===== src/rtl/fu_pool_pkg.sv =====
package fu_pool_pkg;

  localparam int DEF_TYPES   = 4;
  localparam int DEF_CLASSES = 5;

  // instances per type: ALU, mul/div, memory port, slow multiplier
  localparam int DEF_CNT [DEF_TYPES] = '{4, 1, 2, 1};

  // result latency per type and class; zero means the class is not served
  localparam int DEF_OPLAT [DEF_TYPES][DEF_CLASSES] = '{
    '{1, 0,  0, 0, 0},
    '{0, 3, 20, 0, 0},
    '{0, 0,  0, 1, 1},
    '{0, 5,  0, 0, 0}
  };

  // cycles an instance stays reserved after a grant
  localparam int DEF_ISSLAT [DEF_TYPES][DEF_CLASSES] = '{
    '{1, 0,  0, 0, 0},
    '{0, 1, 19, 0, 0},
    '{0, 0,  0, 1, 1},
    '{0, 2,  0, 0, 0}
  };

  function automatic int width_of(input int n);
    return (n <= 2) ? 1 : $clog2(n);
  endfunction

endpackage


===== src/rtl/fu_unit_timer.sv =====
module fu_unit_timer #(
  parameter int LAT_W = 6
) (
  input  logic             clk,
  input  logic             rst,
  input  logic             alloc,
  input  logic [LAT_W-1:0] iss_lat,
  output logic             free
);

  logic [LAT_W-1:0] busy;

  always_ff @(posedge clk) begin
    if (rst)
      busy <= '0;
    else if (alloc)
      busy <= iss_lat - LAT_W'(1);
    else if (busy != '0)
      busy <= busy - LAT_W'(1);
  end

  assign free = (busy == '0);

  // the picker only reserves an instance whose countdown is idle
  a_r5_alloc_only_when_free: assert property (@(posedge clk) disable iff (rst)
    alloc |-> busy == '0);

  // a reservation longer than one cycle blocks the very next cycle
  a_r5_hold_after_grant: assert property (@(posedge clk) disable iff (rst)
    (alloc && iss_lat > LAT_W'(1)) |=> !free);

endmodule


===== src/rtl/fu_grant_picker.sv =====
module fu_grant_picker #(
  parameter int NUM_TYPES   = 4,
  parameter int NUM_CLASSES = 5,
  parameter int MAX_INST    = 4,
  parameter int ISSUE_W     = 2,
  parameter int LAT_W       = 6,
  parameter int CLS_W       = 3,
  parameter int TYP_W       = 2,
  parameter int INST_W      = 2,
  parameter int TYPE_CNT [NUM_TYPES] = fu_pool_pkg::DEF_CNT,
  parameter int OP_LAT  [NUM_TYPES][NUM_CLASSES] = fu_pool_pkg::DEF_OPLAT,
  parameter int ISS_LAT [NUM_TYPES][NUM_CLASSES] = fu_pool_pkg::DEF_ISSLAT,
  localparam int NUM_UNITS = NUM_TYPES * MAX_INST
) (
  input  logic [ISSUE_W-1:0]                 req_valid,
  input  logic [ISSUE_W-1:0][CLS_W-1:0]      req_class,
  input  logic [NUM_UNITS-1:0]               unit_free,
  output logic [NUM_UNITS-1:0]               unit_alloc,
  output logic [NUM_UNITS-1:0][LAT_W-1:0]    unit_iss,
  output logic [ISSUE_W-1:0]                 pick_valid,
  output logic [ISSUE_W-1:0]                 pick_deny,
  output logic [ISSUE_W-1:0][TYP_W-1:0]      pick_type,
  output logic [ISSUE_W-1:0][INST_W-1:0]     pick_inst,
  output logic [ISSUE_W-1:0][LAT_W-1:0]      pick_lat
);

  always_comb begin : pick
    logic [NUM_UNITS-1:0] avail;
    logic                 found;
    int                   cls;
    avail      = unit_free;
    unit_alloc = '0;
    unit_iss   = '0;
    pick_valid = '0;
    pick_deny  = '0;
    pick_type  = '0;
    pick_inst  = '0;
    pick_lat   = '0;
    for (int l = 0; l < ISSUE_W; l++) begin
      found = 1'b0;
      cls   = int'(req_class[l]);
      if (req_valid[l] && cls < NUM_CLASSES) begin
        for (int t = 0; t < NUM_TYPES; t++) begin
          for (int i = 0; i < MAX_INST; i++) begin
            if (!found && i < TYPE_CNT[t] && OP_LAT[t][cls] != 0 &&
                avail[t*MAX_INST + i]) begin
              found                     = 1'b1;
              avail[t*MAX_INST + i]     = 1'b0;
              unit_alloc[t*MAX_INST + i] = 1'b1;
              unit_iss[t*MAX_INST + i]  = LAT_W'(ISS_LAT[t][cls]);
              pick_type[l]              = TYP_W'(t);
              pick_inst[l]              = INST_W'(i);
              pick_lat[l]               = LAT_W'(OP_LAT[t][cls]);
            end
          end
        end
      end
      pick_valid[l] = found;
      pick_deny[l]  = req_valid[l] && !found;
    end
  end

endmodule


===== src/rtl/fu_pool_arbiter.sv =====
module fu_pool_arbiter #(
  parameter int NUM_TYPES   = fu_pool_pkg::DEF_TYPES,
  parameter int NUM_CLASSES = fu_pool_pkg::DEF_CLASSES,
  parameter int MAX_INST    = 4,
  parameter int ISSUE_W     = 2,
  parameter int LAT_W       = 6,
  parameter int TYPE_CNT [NUM_TYPES] = fu_pool_pkg::DEF_CNT,
  parameter int OP_LAT  [NUM_TYPES][NUM_CLASSES] = fu_pool_pkg::DEF_OPLAT,
  parameter int ISS_LAT [NUM_TYPES][NUM_CLASSES] = fu_pool_pkg::DEF_ISSLAT,
  localparam int CLS_W     = fu_pool_pkg::width_of(NUM_CLASSES),
  localparam int TYP_W     = fu_pool_pkg::width_of(NUM_TYPES),
  localparam int INST_W    = fu_pool_pkg::width_of(MAX_INST),
  localparam int NUM_UNITS = NUM_TYPES * MAX_INST
) (
  input  logic                             clk,
  input  logic                             rst,
  input  logic [ISSUE_W-1:0]               req_valid,
  input  logic [ISSUE_W-1:0][CLS_W-1:0]    req_class,
  output logic [ISSUE_W-1:0]               gnt_valid,
  output logic [ISSUE_W-1:0]               gnt_deny,
  output logic [ISSUE_W-1:0][TYP_W-1:0]    gnt_type,
  output logic [ISSUE_W-1:0][INST_W-1:0]   gnt_inst,
  output logic [ISSUE_W-1:0][LAT_W-1:0]    gnt_latency
);

  logic [NUM_UNITS-1:0]            unit_free;
  logic [NUM_UNITS-1:0]            unit_alloc;
  logic [NUM_UNITS-1:0][LAT_W-1:0] unit_iss;
  logic [ISSUE_W-1:0]              pick_valid;
  logic [ISSUE_W-1:0]              pick_deny;
  logic [ISSUE_W-1:0][TYP_W-1:0]   pick_type;
  logic [ISSUE_W-1:0][INST_W-1:0]  pick_inst;
  logic [ISSUE_W-1:0][LAT_W-1:0]   pick_lat;

  fu_grant_picker #(
    .NUM_TYPES(NUM_TYPES), .NUM_CLASSES(NUM_CLASSES), .MAX_INST(MAX_INST),
    .ISSUE_W(ISSUE_W), .LAT_W(LAT_W), .CLS_W(CLS_W), .TYP_W(TYP_W),
    .INST_W(INST_W), .TYPE_CNT(TYPE_CNT), .OP_LAT(OP_LAT), .ISS_LAT(ISS_LAT)
  ) u_picker (
    .req_valid(req_valid), .req_class(req_class), .unit_free(unit_free),
    .unit_alloc(unit_alloc), .unit_iss(unit_iss),
    .pick_valid(pick_valid), .pick_deny(pick_deny), .pick_type(pick_type),
    .pick_inst(pick_inst), .pick_lat(pick_lat)
  );

  for (genvar t = 0; t < NUM_TYPES; t++) begin : g_type
    for (genvar i = 0; i < MAX_INST; i++) begin : g_inst
      if (i < TYPE_CNT[t]) begin : g_real
        fu_unit_timer #(.LAT_W(LAT_W)) u_timer (
          .clk(clk), .rst(rst),
          .alloc(unit_alloc[t*MAX_INST + i]),
          .iss_lat(unit_iss[t*MAX_INST + i]),
          .free(unit_free[t*MAX_INST + i])
        );
      end else begin : g_absent
        assign unit_free[t*MAX_INST + i] = 1'b0;
        // slots beyond the type's count are never touched
        a_r4_absent_unit_idle: assert property (@(posedge clk) disable iff (rst)
          !unit_alloc[t*MAX_INST + i] && unit_iss[t*MAX_INST + i] == '0);
      end
    end
  end

  always_ff @(posedge clk) begin
    if (rst) begin
      gnt_valid   <= '0;
      gnt_deny    <= '0;
      gnt_type    <= '0;
      gnt_inst    <= '0;
      gnt_latency <= '0;
    end else begin
      gnt_valid   <= pick_valid;
      gnt_deny    <= pick_deny;
      gnt_type    <= pick_type;
      gnt_inst    <= pick_inst;
      gnt_latency <= pick_lat;
    end
  end

  for (genvar l = 0; l < ISSUE_W; l++) begin : g_lane_chk
    // each valid request is answered exactly once in the next cycle
    a_r2_one_answer: assert property (@(posedge clk) disable iff (rst)
      req_valid[l] |=> (gnt_valid[l] ^ gnt_deny[l]));
    // a grant always reports a real result latency
    a_r2_latency_set: assert property (@(posedge clk) disable iff (rst)
      gnt_valid[l] |-> gnt_latency[l] != '0);
    // an idle lane stays quiet
    a_r8_idle_quiet: assert property (@(posedge clk) disable iff (rst)
      !req_valid[l] |=> (!gnt_valid[l] && !gnt_deny[l]));
    // out-of-range class codes are refused
    a_r7_bad_class_denied: assert property (@(posedge clk) disable iff (rst)
      (req_valid[l] && int'(req_class[l]) >= NUM_CLASSES) |=> gnt_deny[l]);
  end

endmodule


===== config.mk =====
export PLATFORM = sky130hd
export DESIGN_NAME = fu_pool_arbiter
export DESIGN_NICKNAME = d
export VERILOG_FILES = /design/src/rtl/fu_pool_pkg.sv /design/src/rtl/fu_unit_timer.sv /design/src/rtl/fu_grant_picker.sv /design/src/rtl/fu_pool_arbiter.sv
export SDC_FILE = /design/constraint.sdc
export NUM_CORES = 1
export LEC_CHECK = 0
export ABC_AREA = 1
export CORE_UTILIZATION = 35
export CTS_BUF_LIST = sky130_fd_sc_hd__clkbuf_4
export DETAILED_ROUTE_END_ITERATION = 7
export PLACE_DENSITY = 0.51
export SYNTH_ARGS = -nofsm -noshare
export SYNTH_HDL_FRONTEND = slang
export SYNTH_SLANG_ARGS = --single-unit

===== constraint.sdc =====
create_clock -name clk -period 3.5 [get_ports clk]
set_input_delay 0.525 -clock clk [delete_from_list [all_inputs] [get_ports clk]]
set_output_delay 0.525 -clock clk [all_outputs]
set_load 0.005 [all_outputs]

==> out/summary.txt <==
VDD IR max - 0.302 mV
first-pass GRT wire length - 13.5 mm
CP Cell Sequence - clkdlybuf4s50_1 > inv_1 > ha_1 > nand2_2 > inv_2 > nand2_2 > inv_2 > nand2_4 > nand3_4 > a21oi_4 > nand3_4 > a21oi_4 > nand2_2 > nor2_4 > nand2_2 > nand2_2 > nor2_1 > ha_1 > xnor2_1 > nor3_2
TritonRoute pass-1 iters - 4
Post-CTS Hold Fix Bufs - 0
post-cts resize count - 0
Worst-path clk slew - 130 ps
Final Util - 42.7%
WL/cell - 11.8 µm
Worst Skew - 26.3 ps
total CTS buffers - 9
Slew HR - 65.1%
vias in the first global route - 2966
post-synthesis sequential area ratio - 37.4%
Antenna diodes - 0
Fin Hold WS - 446 ps
Post-synth top flop - dfxtp_1
asr flop ratio synth - 0%
Top-Level Pins - 34
Worst EP arrival - 3420 ps
gpl congestion - 0.813
Fmax - 327 MHz
final hold vios - 0
RSZ-0062 raised after global routing - no
share of post-route cells with drive strength above 1 - 12.8%
worst-path fanout max - 4
CORE AREA - 9910 µm²
worst slew pin tran - 522 ps
Worst Hold Depth - 1
Layout fillers - 1056
critical path's slowest cell - clkdlybuf4s50_1
Bufs and invs on worst path - 4
root buffer cell - clkbuf_4
register area - 1360 µm²
kind of critical path - in2reg
leading cell type in the layout, fill and taps excluded - nor2_1
commonest non-fill, non-tap cells in the layout - nor2_1, nand2_1, inv_1
CTS tree - done
FP Rows - 36
Design Power - 3.37 mW
H-tree depth - 3
worst reg-to-reg setup slack - 920 ps
worst reg2reg path depth - 17
initial antenna violation count - 0
status - complete, no violations
kind of end point of the critical path - flop
Leakage - 1.98 nW
antenna-violating nets left - 0
r2r startpoint - g_type[0].g_inst[1].g_real.u_timer.busy[0]$_SDFFE_PP0P_
EDFF count, synth - 0
post-detail-place hpwl - 6.41 mm
Die H - 104 µm
Worst Min Path Start - g_type[0].g_inst[3].g_real.u_timer.busy[0]$_SDFFE_PP0P_
Slew Limit Fails - 0
CP required - 3860 ps
I/O Buffers - 29
YS warnings - 0
vias - 3157
Die X - 104 µm
flops & latches, synth - 68
# nets final - 566
cell mode on critical path - nand2_2
area occupied by multi-input gates - 1920 µm²
CTS sink count - 68
hold crit path type - reg2reg
Distinct cells, synth - 44
grt total ovfl - 0
delay-heaviest family, CP - simple AND/OR/NAND/NOR gates
Max-Cap Viols - 0
initial DRC count - 118
CTS Buffer Depth - 2
PD cells - 796 nW/µm²
final period utilization - 87.3%
Syn-to-layout area delta - 16.3%
Worst-Skew Late Latency - 420 ps
drt drc - 0
startpoint types - primary input
final wirelength - 8.01 mm
synthesized cell area - 3640 µm²
routed vias/inst - 4.66
RR Endpoint - g_type[3].g_inst[0].g_real.u_timer.busy[2]$_SDFFE_PP0P_
Final Setup Violations - 0
largest net degree at the start of global routing - 16
post-route cell area - 4230 µm²
Final Critical Period - 3050 ps
slowest stage delay, CP - 560 ps
Area after DPL - 4100 µm²
gr usage total - 15.5%
Hold Path Sink - g_type[0].g_inst[3].g_real.u_timer.busy[0]$_SDFFE_PP0P_
# Post-CTS Setup Buffers - 0
Syn Inst Count - 498
TNS Setup - 0 ps
syn avg cell area - 7.31 µm²
Die ar. - 10800 µm²
Initial Utilization - 36.7%
layer usage:
| metal | GRT usage [%] | wire length (µm) |
|---|---|---|
| met1 | 20.7 | 4040 |
| met2 | 24.3 | 3550 |
| met3 | 3.76 | 294 |
| met4 | 5.41 | 134 |
| met5 | 0 | 0 |
cells by family after synthesis:
| logic type | share of synthesized area (%) |
|---|---|
| simple gates | 36.3 |
| buf+inv | 10.2 |
| flops | 37.4 |
| compound gates | 9.35 |
| fa+ha+maj | 5.50 |
| xor+xnor | 1.20 |
| other cells | 0.103 |
synth_stat cells, types with 3 or more instances:
library cell,instances,share of area (%)
nand4_1,10,1.7
nor4_1,4,0.69
nand3_1,38,5.2
clkbuf_1,3,0.31
nand2_1,80,8.2
inv_1,74,7.6
nor3_2,3,0.82
ha_1,16,5.5
nand3_4,3,1.4
a21oi_1,25,3.4
xor2_1,3,0.72
nand2_2,9,1.5
or2_2,3,0.52
o21ai_0,9,1.2
nor3b_1,3,0.62
nor2_2,5,0.86
nor3_1,8,1.1
buf_4,5,1.0
nor2_1,87,9.0
nor2_4,7,2.2
dfxtp_1,68,37
inv_2,5,0.52
metrics by stage:
| stage | setup slack [ps] | cells |
|---|---|---|
| 6_report | 445 | 678 |
| 5_1_grt | 219 | 678 |
| 4_1_cts | 469 | 678 |
| 3_5_place_dp | -0.613 | 662 |
| 3_3_place_gp | 62.0 | 662 |
| 2_1_floorplan | 796 | 501 |
state kept, by name (all words and copies together), names as in the netlist:
| name | count |
|---|---|
| gnt_inst | 4 |
| gnt_type | 4 |
| g_type.g_inst.g_real.u_timer.busy | 48 |
| gnt_latency | 8 |
| gnt_deny | 2 |
| gnt_valid | 2 |
final cells by class:
cell class	count	area share (%)
Sequential cell	68	32.2
Clock buffer	10	1.77
Clock inverter	6	1.30
Multi-Input combinational cell	344	45.4
Timing Repair Buffer	38	8.45
Tap cell	133	3.93
Inverter	79	7.01
power by group:
part | internal (mW) | switching (mW)
Combinational | 0.653 | 1.09
Clock | 0.219 | 0.277
Sequential | 0.988 | 0.142
worst max path at each step:
| stage | slack (ps) | start | depth (start not counted) | end |
|---|---|---|---|---|
| 3_5_place_dp | -0.6 | req_class[1] | 20 | g_type[3].g_inst[0].g_real.u_timer.busy[2]$_SDFFE_PP0P_ |
| 5_1_grt | 220 | req_class[0] | 23 | g_type[3].g_inst[0].g_real.u_timer.busy[2]$_SDFFE_PP0P_ |
| 6_report | 450 | req_class[1] | 20 | g_type[3].g_inst[0].g_real.u_timer.busy[2]$_SDFFE_PP0P_ |
| 4_1_cts | 470 | req_class[1] | 20 | g_type[3].g_inst[0].g_real.u_timer.busy[2]$_SDFFE_PP0P_ |
| 3_3_place_gp | 60 | req_class[1] | 17 | g_type[1].g_inst[0].g_real.u_timer.busy[4]$_SDFFE_PP0P_ |
| 2_1_floorplan | 800 | req_class[0] | 19 | g_type[3].g_inst[0].g_real.u_timer.busy[2]$_SDFFE_PP0P_ |
Note: power is estimated with default switching activity, not from simulation.
